===== src/rtl/gpio_irq_pkg.sv =====
package gpio_irq_pkg;
  localparam int unsigned GPIO_W = 8;
  localparam int unsigned NIB_W  = 4;

  typedef enum logic [1:0] {
    REG_DIR   = 2'd0,
    REG_STATE = 2'd1,
    REG_IEN   = 2'd2,
    REG_CTRL  = 2'd3
  } reg_sel_e;

  localparam int unsigned CTRL_LATCH = 0;
  localparam int unsigned CTRL_SRST  = 3;

  // modem signal positions inside a four-pin group
  localparam int unsigned NIB_DSR = 0;
  localparam int unsigned NIB_DTR = 1;
  localparam int unsigned NIB_CD  = 2;
  localparam int unsigned NIB_RI  = 3;
endpackage


===== src/rtl/gpio_sync.sv =====
module gpio_sync #(
  parameter int unsigned W = 8
) (
  input  logic         clk_i,
  input  logic         rst_ni,
  input  logic [W-1:0] d_i,
  output logic [W-1:0] q_o
);
  logic [W-1:0] meta_q, sync_q;

  always_ff @(posedge clk_i or negedge rst_ni) begin
    if (!rst_ni) begin
      meta_q <= '0;
      sync_q <= '0;
    end else begin
      meta_q <= d_i;
      sync_q <= meta_q;
    end
  end

  assign q_o = sync_q;
endmodule


===== src/rtl/gpio_pin_irq.sv =====
module gpio_pin_irq (
  input  logic clk_i,
  input  logic rst_ni,
  input  logic soft_i,
  input  logic armed_i,
  input  logic latch_mode_i,
  input  logic clr_i,
  input  logic sync_i,
  output logic pend_o,
  output logic rd_val_o
);
  logic ref_q, latched_q, hold_q;

  always_ff @(posedge clk_i or negedge rst_ni) begin
    if (!rst_ni) begin
      ref_q     <= 1'b0;
      latched_q <= 1'b0;
      hold_q    <= 1'b0;
    end else if (soft_i) begin
      ref_q     <= 1'b0;
      latched_q <= 1'b0;
      hold_q    <= 1'b0;
    end else if (clr_i || !armed_i || !latch_mode_i) begin
      // track, or re-arm from the current level
      if (clr_i || !armed_i) ref_q <= sync_i;
      latched_q <= 1'b0;
    end else if (!latched_q && (sync_i != ref_q)) begin
      latched_q <= 1'b1;
      hold_q    <= sync_i;
    end
  end

  assign pend_o   = armed_i & (latch_mode_i ? latched_q : (sync_i != ref_q));
  assign rd_val_o = latched_q ? hold_q : sync_i;

  // a capture survives a reverting pin until read
  p_latch_hold_r5: assert property (@(posedge clk_i) disable iff (!rst_ni)
    latched_q && latch_mode_i && armed_i && !clr_i && !soft_i
      |=> latched_q && $stable(hold_q));

  // a state read drops the capture
  p_read_clears_r5: assert property (@(posedge clk_i) disable iff (!rst_ni)
    clr_i |=> !latched_q);
endmodule


===== src/rtl/gpio_pin_mux.sv =====
module gpio_pin_mux #(
  parameter int unsigned PINS  = 8,
  parameter int unsigned NIB_W = 4,
  localparam int unsigned N_CH = PINS / NIB_W
) (
  input  logic [PINS-1:0] state_i,
  input  logic [PINS-1:0] sync_i,
  input  logic [N_CH-1:0] modem_sel_i,
  input  logic [N_CH-1:0] dtr_n_i,
  output logic [PINS-1:0] pin_o,
  output logic [PINS-1:0] modem_pin_o,
  output logic [N_CH-1:0] ri_n_o,
  output logic [N_CH-1:0] cd_n_o,
  output logic [N_CH-1:0] dsr_n_o
);
  import gpio_irq_pkg::*;

  for (genvar c = 0; c < N_CH; c++) begin : g_ch
    localparam int unsigned B = c * NIB_W;
    for (genvar b = 0; b < NIB_W; b++) begin : g_bit
      if (b == NIB_DTR) begin : g_dtr
        assign pin_o[B+b] = modem_sel_i[c] ? dtr_n_i[c] : state_i[B+b];
      end else begin : g_gp
        assign pin_o[B+b] = state_i[B+b];
      end
      assign modem_pin_o[B+b] = modem_sel_i[c];
    end
    assign ri_n_o[c]  = modem_sel_i[c] ? sync_i[B+NIB_RI]  : 1'b1;
    assign cd_n_o[c]  = modem_sel_i[c] ? sync_i[B+NIB_CD]  : 1'b1;
    assign dsr_n_o[c] = modem_sel_i[c] ? sync_i[B+NIB_DSR] : 1'b1;
  end
endmodule


===== src/rtl/gpio_irq_ctrl.sv =====
module gpio_irq_ctrl #(
  parameter int unsigned PINS  = gpio_irq_pkg::GPIO_W,
  parameter int unsigned NIB_W = gpio_irq_pkg::NIB_W
) (
  input  logic                    clk_i,
  input  logic                    rst_ni,
  input  logic                    wr_en_i,
  input  logic                    rd_en_i,
  input  logic [1:0]              addr_i,
  input  logic [PINS-1:0]         wdata_i,
  output logic [PINS-1:0]         rdata_o,
  input  logic [PINS-1:0]         pin_i,
  output logic [PINS-1:0]         pin_o,
  output logic [PINS-1:0]         pin_oe_o,
  input  logic [PINS/NIB_W-1:0]   dtr_n_i,
  output logic [PINS/NIB_W-1:0]   ri_n_o,
  output logic [PINS/NIB_W-1:0]   cd_n_o,
  output logic [PINS/NIB_W-1:0]   dsr_n_o,
  output logic                    irq_o,
  output logic                    soft_rst_o
);
  import gpio_irq_pkg::*;

  localparam int unsigned N_CH   = PINS / NIB_W;
  localparam int unsigned CTRL_W = N_CH + 1;

  logic [PINS-1:0]   dir_q, state_q, ien_q;
  logic [CTRL_W-1:0] ctrl_q;
  logic              srst_q;
  logic              srst_req, clr;
  logic [PINS-1:0]   sync, modem_pin, armed, pend, rd_val;
  logic [N_CH-1:0]   modem_sel;
  reg_sel_e          sel;

  assign sel      = reg_sel_e'(addr_i);
  assign srst_req = wr_en_i && (sel == REG_CTRL) && wdata_i[CTRL_SRST];
  assign clr      = rd_en_i && (sel == REG_STATE) && !srst_req;

  always_ff @(posedge clk_i or negedge rst_ni) begin
    if (!rst_ni) begin
      dir_q   <= '0;
      state_q <= '0;
      ien_q   <= '0;
      ctrl_q  <= '0;
      srst_q  <= 1'b0;
    end else if (srst_req) begin
      dir_q   <= '0;
      state_q <= '0;
      ien_q   <= '0;
      ctrl_q  <= '0;
      srst_q  <= 1'b1;
    end else begin
      srst_q <= 1'b0;
      if (wr_en_i) begin
        unique case (sel)
          REG_DIR:   dir_q   <= wdata_i;
          REG_STATE: state_q <= wdata_i;
          REG_IEN:   ien_q   <= wdata_i;
          REG_CTRL:  ctrl_q  <= wdata_i[CTRL_W-1:0];
          default:   ;
        endcase
      end
    end
  end

  // group c is selected by control bit N_CH-c (upper group by bit 1)
  for (genvar c = 0; c < N_CH; c++) begin : g_sel
    assign modem_sel[c] = ctrl_q[N_CH-c];
  end

  gpio_sync #(.W(PINS)) u_sync (
    .clk_i  (clk_i),
    .rst_ni (rst_ni),
    .d_i    (pin_i),
    .q_o    (sync)
  );

  gpio_pin_mux #(.PINS(PINS), .NIB_W(NIB_W)) u_mux (
    .state_i     (state_q),
    .sync_i      (sync),
    .modem_sel_i (modem_sel),
    .dtr_n_i     (dtr_n_i),
    .pin_o       (pin_o),
    .modem_pin_o (modem_pin),
    .ri_n_o      (ri_n_o),
    .cd_n_o      (cd_n_o),
    .dsr_n_o     (dsr_n_o)
  );

  assign armed = ien_q & ~dir_q & ~modem_pin;

  for (genvar i = 0; i < PINS; i++) begin : g_pin
    gpio_pin_irq u_pin (
      .clk_i        (clk_i),
      .rst_ni       (rst_ni),
      .soft_i       (srst_req),
      .armed_i      (armed[i]),
      .latch_mode_i (ctrl_q[CTRL_LATCH]),
      .clr_i        (clr),
      .sync_i       (sync[i]),
      .pend_o       (pend[i]),
      .rd_val_o     (rd_val[i])
    );
  end

  always_comb begin
    unique case (sel)
      REG_DIR:   rdata_o = dir_q;
      REG_STATE: rdata_o = rd_val;
      REG_IEN:   rdata_o = ien_q;
      REG_CTRL:  rdata_o = PINS'(ctrl_q);
      default:   rdata_o = '0;
    endcase
  end

  assign pin_oe_o   = dir_q;
  assign irq_o      = |pend;
  assign soft_rst_o = srst_q;

  // no armed pin means no interrupt
  p_irq_masked_r7: assert property (@(posedge clk_i) disable iff (!rst_ni)
    ((ien_q & ~dir_q & ~modem_pin) == '0) |-> !irq_o);

  // reset request produces a pulse one cycle later
  p_srst_issue_r8: assert property (@(posedge clk_i) disable iff (!rst_ni)
    srst_req |=> soft_rst_o);

  // the pulse is a single cycle
  p_srst_single_r8: assert property (@(posedge clk_i) disable iff (!rst_ni)
    soft_rst_o |=> !soft_rst_o || $past(srst_req));

  // registers are cleared while the pulse is high
  p_srst_clears_r8: assert property (@(posedge clk_i) disable iff (!rst_ni)
    soft_rst_o |-> (dir_q == '0) && (ien_q == '0) && (ctrl_q == '0) && (state_q == '0));
endmodule


===== config.mk =====
export PLATFORM = sky130hd
export DESIGN_NAME = gpio_irq_ctrl
export DESIGN_NICKNAME = d
export VERILOG_FILES = /design/src/rtl/gpio_irq_pkg.sv /design/src/rtl/gpio_sync.sv /design/src/rtl/gpio_pin_irq.sv /design/src/rtl/gpio_pin_mux.sv /design/src/rtl/gpio_irq_ctrl.sv
export SDC_FILE = /design/constraint.sdc
export NUM_CORES = 1
export LEC_CHECK = 0
export ABC_AREA = 1
export BUFFER_PORTS_ARGS = -buffer_cell sky130_fd_sc_hd__buf_4
export CORE_MARGIN = 2
export CORE_UTILIZATION = 40
export CTS_CLUSTER_DIAMETER = 200
export DETAILED_ROUTE_END_ITERATION = 10
export HOLD_SLACK_MARGIN = 0.05
export SYNTH_ARGS = -nofsm -noshare
export SYNTH_HDL_FRONTEND = slang
export SYNTH_SLANG_ARGS = --single-unit

===== constraint.sdc =====
create_clock -name clk_i -period 1.2 [get_ports clk_i]
set_input_delay 0.24 -clock clk_i [delete_from_list [all_inputs] [get_ports clk_i]]
set_output_delay 0.24 -clock clk_i [all_outputs]
set_load 0.02 [all_outputs]

# --- Yosys cells after proc, flatten, opt, wreduce, memory -nomap -nowiden ---
# Index checks and enable logic that the tools add are counted.
op_classes:
  n_addsub: 0
  n_mul: 0
  n_div: 0
  order_cmp: 0
  n_eq_ne: 19
  n_shift: 0
  mux: 110
  bitwise: 12
  reduce_logical: 105
op_table:
  columns: ["operator", "count"]
  rows:
  - ["1-bit 2-to-1 mux", 97]
  - ["8-bit 2-to-1 mux", 9]
  - ["2-bit nonzero test", 29]
  - ["2-bit AND reduction", 20]
  - ["8-bit one-hot mux with 4 select lines", 1]
  - ["3-bit nonzero test", 8]
  - ["1-bit zero test", 18]
  - ["8-bit AND", 2]
  - ["1-bit logical OR", 16]
  - ["2-bit != test (second input constant)", 8]
  - ["8-bit NOT", 2]
  - ["1-bit logical AND", 12]
  - ["3-bit 2-to-1 mux", 3]
  - ["1-bit AND", 8]
  - ["1-bit != test", 8]
  - ["8-bit OR reduction", 1]
  - ["2-bit == test (second input constant)", 2]
  - ["2-bit by 1-bit == test with 1-bit output (second input constant)", 1]
  - ["2-bit zero test", 1]
totals:
  ff_bits: 68
  latch_bits: 0
  ramBits: 0
  romBits: 0
  output_inout_bits: 32
  memories: 0

# --- Longest topological paths before layout ---
logic_depth:
  word_depth: 9
  mapped_depth: 9
  mapped_depth_nobuf: 8

# --- Cells and area by module ---
# From an unflattened synthesis, not the netlist that was laid out.
unflattened:
  hier_cells: 517
  hier_area_um2: 3766.1
by_module_without_submodules:
  columns: ["module", "instances", "cells_per_inst", "area_each_um2", "seq_area_each_um2"]
  rows:
  - ["gpio_pin_irq", 8, 35, 206.4, 75.1]
  - ["gpio_irq_ctrl", 1, 187, 1534.0, 700.7]
  - ["gpio_sync", 1, 16, 400.4, 400.4]
  - ["gpio_pin_mux", 1, 34, 180.2, 0.0]

# --- Worst setup path after synthesis ---
# Ideal clock, no wire load.
synth_path:
  path_kind: "register to output"
  start: "register ctrl_q[0]"
  end: "output port irq_o"
  arrival_time_ps: 1067
  required_time_ps: 960
  setup_slack_ps: -107
  path_stages_with_launch: 9
  path_cell_list: "dfrtp_1 -> inv_2 -> buf_6 -> nor2_1 -> nor2_1 -> nand2_1 -> nand2_1 -> nor2_1 -> nand2_1"
synth_between:
  elab_chain_len: 3
synth_rtl:
  columns: ["item", "line", "rtl"]
  rows:
  - ["start, declared", "gpio_irq_ctrl.sv:28", "logic [CTRL_W-1:0] ctrl_q;"]
  - ["start signal, assigned", "gpio_irq_ctrl.sv:59", "REG_CTRL: ctrl_q <= wdata_i[CTRL_W-1:0];"]
  - ["1-bit 2-to-1 mux", "gpio_pin_irq.sv:33", "assign pend_o = armed_i & (latch_mode_i ? latched_q : (sync_i != ref_q));"]
  - ["1-bit AND", "gpio_pin_irq.sv:33", null]
  - ["8-bit OR reduction (*)", "gpio_irq_ctrl.sv:117", "assign irq_o = |pend;"]
  - ["end, declared", "gpio_irq_ctrl.sv:19", "output logic irq_o,"]
# Every way passes the cells marked *; elsewhere a longest branch is shown, timed or not.

# --- Worst setup path in the final report ---
# Ends and elaborated chain as after synthesis.

==> results.txt <==
run status: finished, violations left
failing checks: setup timing
LEAKAGE: 2.51 nW
wire length per cell: 13.4 microns
number of flops mapped to enable cells by yosys: 0
portion of the post-synthesis area used by sequential elements: 51.4%
synth warn: 0
top cells by count, synth: 147 x sky130_fd_sc_hd__nand2_1, 68 x sky130_fd_sc_hd__dfrtp_1, 46 x sky130_fd_sc_hd__inv_1
site row count: 33
combined area of the multi-input logic cells: 1550 sq um
crit path from: ctrl_q[0]
die height: 95.0 microns
cell type with the highest aggregate area in the netlist: sky130_fd_sc_hd__dfrtp_1
first-pass GRT wire length: 14,100 microns
clock network latency to the later pin of the worst-skew pair: 340 ps
Crit Path Class: reg -> out
total via count in the routed design: 3,199
worst relative slew slack: 74.9%
# fillers: 696
pin count of the biggest net entering global routing: 69
clock buffers created by TritonCTS: 9
Area growth syn-to-layout: 46.8%
Synth Register Bits: 68
ANT cells: 0
clock tree from TritonCTS: built
synthesized net count: 456
Floorplan Core Area: 8130 sq um
final net count: 573
layout cell share with drive strength beyond 1: 34.2%
top-count cell post-synth: sky130_fd_sc_hd__nand2_1
Netlist Area Pre-Place: 3310 sq um
number of cells produced by synthesis: 432
commonest register cell after synthesis: sky130_fd_sc_hd__dfrtp_1
antenna violations before repair: 0
maximum clock frequency: 0.571 GHz
RSZ-0062 raised after global routing: yes
starting density of the core: 40.7%
final design instance area without fill: 4860 sq um
# IOs: 56
DRT Wirelength: 8820 microns
# setup viols final: 24
data arrival time of the worst path: 1510 ps
Tcrit/Tclk final: 146%
cell count after placement: 623
Final Hold Vio Count: 0
synth unique cells: 20
pwr/cell area: 1430 nW/um^2
worst voltage drop across the vdd grid: 0.764 mV
per-cell via count in the routed design: 4.86
Bufs on Longest Clock Path: 2
proportion of netlist area held by the largest area contributor: 51.4%
Routed Antenna Nets: 0
Hold Crit Depth: 3
Worst setup SP type: register
die area: 9020 sq um
leading cell types by total area after synthesis: sky130_fd_sc_hd__dfrtp_1 51%, sky130_fd_sc_hd__nand2_1 17%, sky130_fd_sc_hd__o21ai_0 6.7%, sky130_fd_sc_hd__nand3_1 5.9%, sky130_fd_sc_hd__inv_1 5.2%
drt drc: 0
maximum fanout count along the critical path: 5
Worst Hold Launch: wdata_i[7]
CP Capture Type: output port
Detail Placement HPWL: 5980 microns
async set or reset register ratio after synthesis: 100%
clock slew at reported path FFs: 70 ps
final critical-path setup slack: -550 ps
R2R Path Start: ctrl_q[2]
Clock Sinks: 68
post-route non-filler standard cell count: 658
Worst EP required: 960 ps
Final GP Congestion: 0.861
depth of the CTS H-tree: 3
final worst clock skew: 7.59 ps
class of the most critical hold timing path: in -> reg
buffers added on ports: 55
via count of the first global-routing pass: 3,022
number of max-cap violations: 0
Pre-Repair DR Iteration Count: 5
Root Buffer Master: sky130_fd_sc_hd__clkbuf_8
Tot GR Track Use: 20.5%
worst reg-to-reg path cell count: 6
average cell area after synthesis: 7.66 sq um
area of placed instances: 4180 sq um
transition time of the tightest slew-check pin: 377 ps
post-layout minimum cycle time: 1750 ps
final global-route overflow total: 0
flip-flop and latch area: 1700 sq um
initial detailed-routing violation count: 223
Final Max Slew Viols: 0
floorplan die width: 95.0 microns
state kept, by name, indices dropped and copies added, names as in the netlist:
name / cells
u_sync.q_o: 8
g_pin.u_pin.latched_q: 8
ctrl_q: 3
g_pin.u_pin.ref_q: 8
g_pin.u_pin.hold_q: 8
soft_rst_o: 1
ien_q: 8
state_q: 8
u_sync.meta_q: 8
pin_oe_o: 8
routing by layer:
metal	vias to the layer above	GRT usage, %	share of wire (%)
met5	-	0	0
met4	0	8.82	2.0
met3	14	4.07	3.9
met2	70	32.8	49
met1	1516	27.0	45
li1	1599	-	-
final cells by class:
| class | instances | share of cell area [%] |
|---|---|---|
| inverters | 51 | 3.94 |
| repair buffers | 120 | 22.7 |
| clock buffers | 13 | 3.06 |
| flip-flops and latches | 68 | 35.0 |
| clock inverters | 2 | 0.721 |
| multi-input cells | 299 | 31.8 |
| well taps | 105 | 2.70 |
cell families after synthesis:
logic type / share of synthesized area, %
AOI/OAI and AO/OA: 9.03
buffers and inverters: 8.81
DFF: 51.4
and+or+nand+nor: 30.8
critical path, stage by stage (launching register included):
cell,delay [ps]
sky130_fd_sc_hd__dfrtp_1,390
sky130_fd_sc_hd__inv_2,90
sky130_fd_sc_hd__buf_6,130
sky130_fd_sc_hd__nand3_1,90
sky130_fd_sc_hd__nand2_1,70
sky130_fd_sc_hd__nand2_1,60
sky130_fd_sc_hd__nor2_1,130
sky130_fd_sc_hd__nand2_2,80
sky130_fd_sc_hd__buf_6,130
stage by stage:
| stage | hold WS (ps) | power (W) | TNS [ps] | setup slack [ps] | util (%) |
|---|---|---|---|---|---|
| 2_1_floorplan | -55.6 | 0.00394 | -172 | -90.0 | - |
| 3_3_place_gp | 281 | 0.00471 | -4830 | -229 | 51.4 |
| 3_5_place_dp | 279 | 0.00474 | -5310 | -239 | 51.4 |
| 4_1_cts | 176 | 0.00686 | -5580 | -559 | 57.7 |
| 5_1_grt | 195 | 0.00737 | -7380 | -621 | 59.8 |
| 6_report | 200 | 0.00694 | -5200 | -550 | 59.8 |
power breakdown:
group / total, W / leakage (nW) / internal [W] / switching [W]
registers: 0.00285 / 0.851 / 0.00262 / 0.000229
clock network: 0.00184 / 0.0935 / 0.00101 / 0.000833
logic: 0.00225 / 1.56 / 0.00105 / 0.00121
layout by cell type (no fill, tap or decap), types with 10 or more instances in the layout:
master                     synthesis  layout
sky130_fd_sc_hd__nor2_2            1      13
sky130_fd_sc_hd__o21ai_0          44      34
sky130_fd_sc_hd__nand2_2           1      10
sky130_fd_sc_hd__nand2_1         147     134
sky130_fd_sc_hd__nor2_1           43      27
sky130_fd_sc_hd__inv_2             5      13
sky130_fd_sc_hd__clkbuf_8          0      10
sky130_fd_sc_hd__dfrtp_1          68      67
sky130_fd_sc_hd__inv_1            46      38
sky130_fd_sc_hd__nand3_1          39      37
sky130_fd_sc_hd__buf_4             7      72
sky130_fd_sc_hd__buf_6             2      35
final timing paths:
path	endpoint	slack, ps
max	irq_o	-550
min in group asynchronous	soft_rst_o	430
min	state_q[7]	200
min reg2reg	u_sync.q_o[5]	350
max reg2reg	g_pin[1].u_pin.hold_q	-80
max in group asynchronous	ctrl_q[2]	430
repair_timing:
| action | in CTS | in global routing |
|---|---|---|
| pin swaps | 6 | 9 |
| gates resized for setup | 75 | 32 |
| setup buffers | 6 | 10 |
| hold endpoints to repair | 76 | 0 |
| hold buffers | 9 | 0 |
| endpoints found under the setup margin | 43 | 46 |
Power figures use the tool's default switching activity.
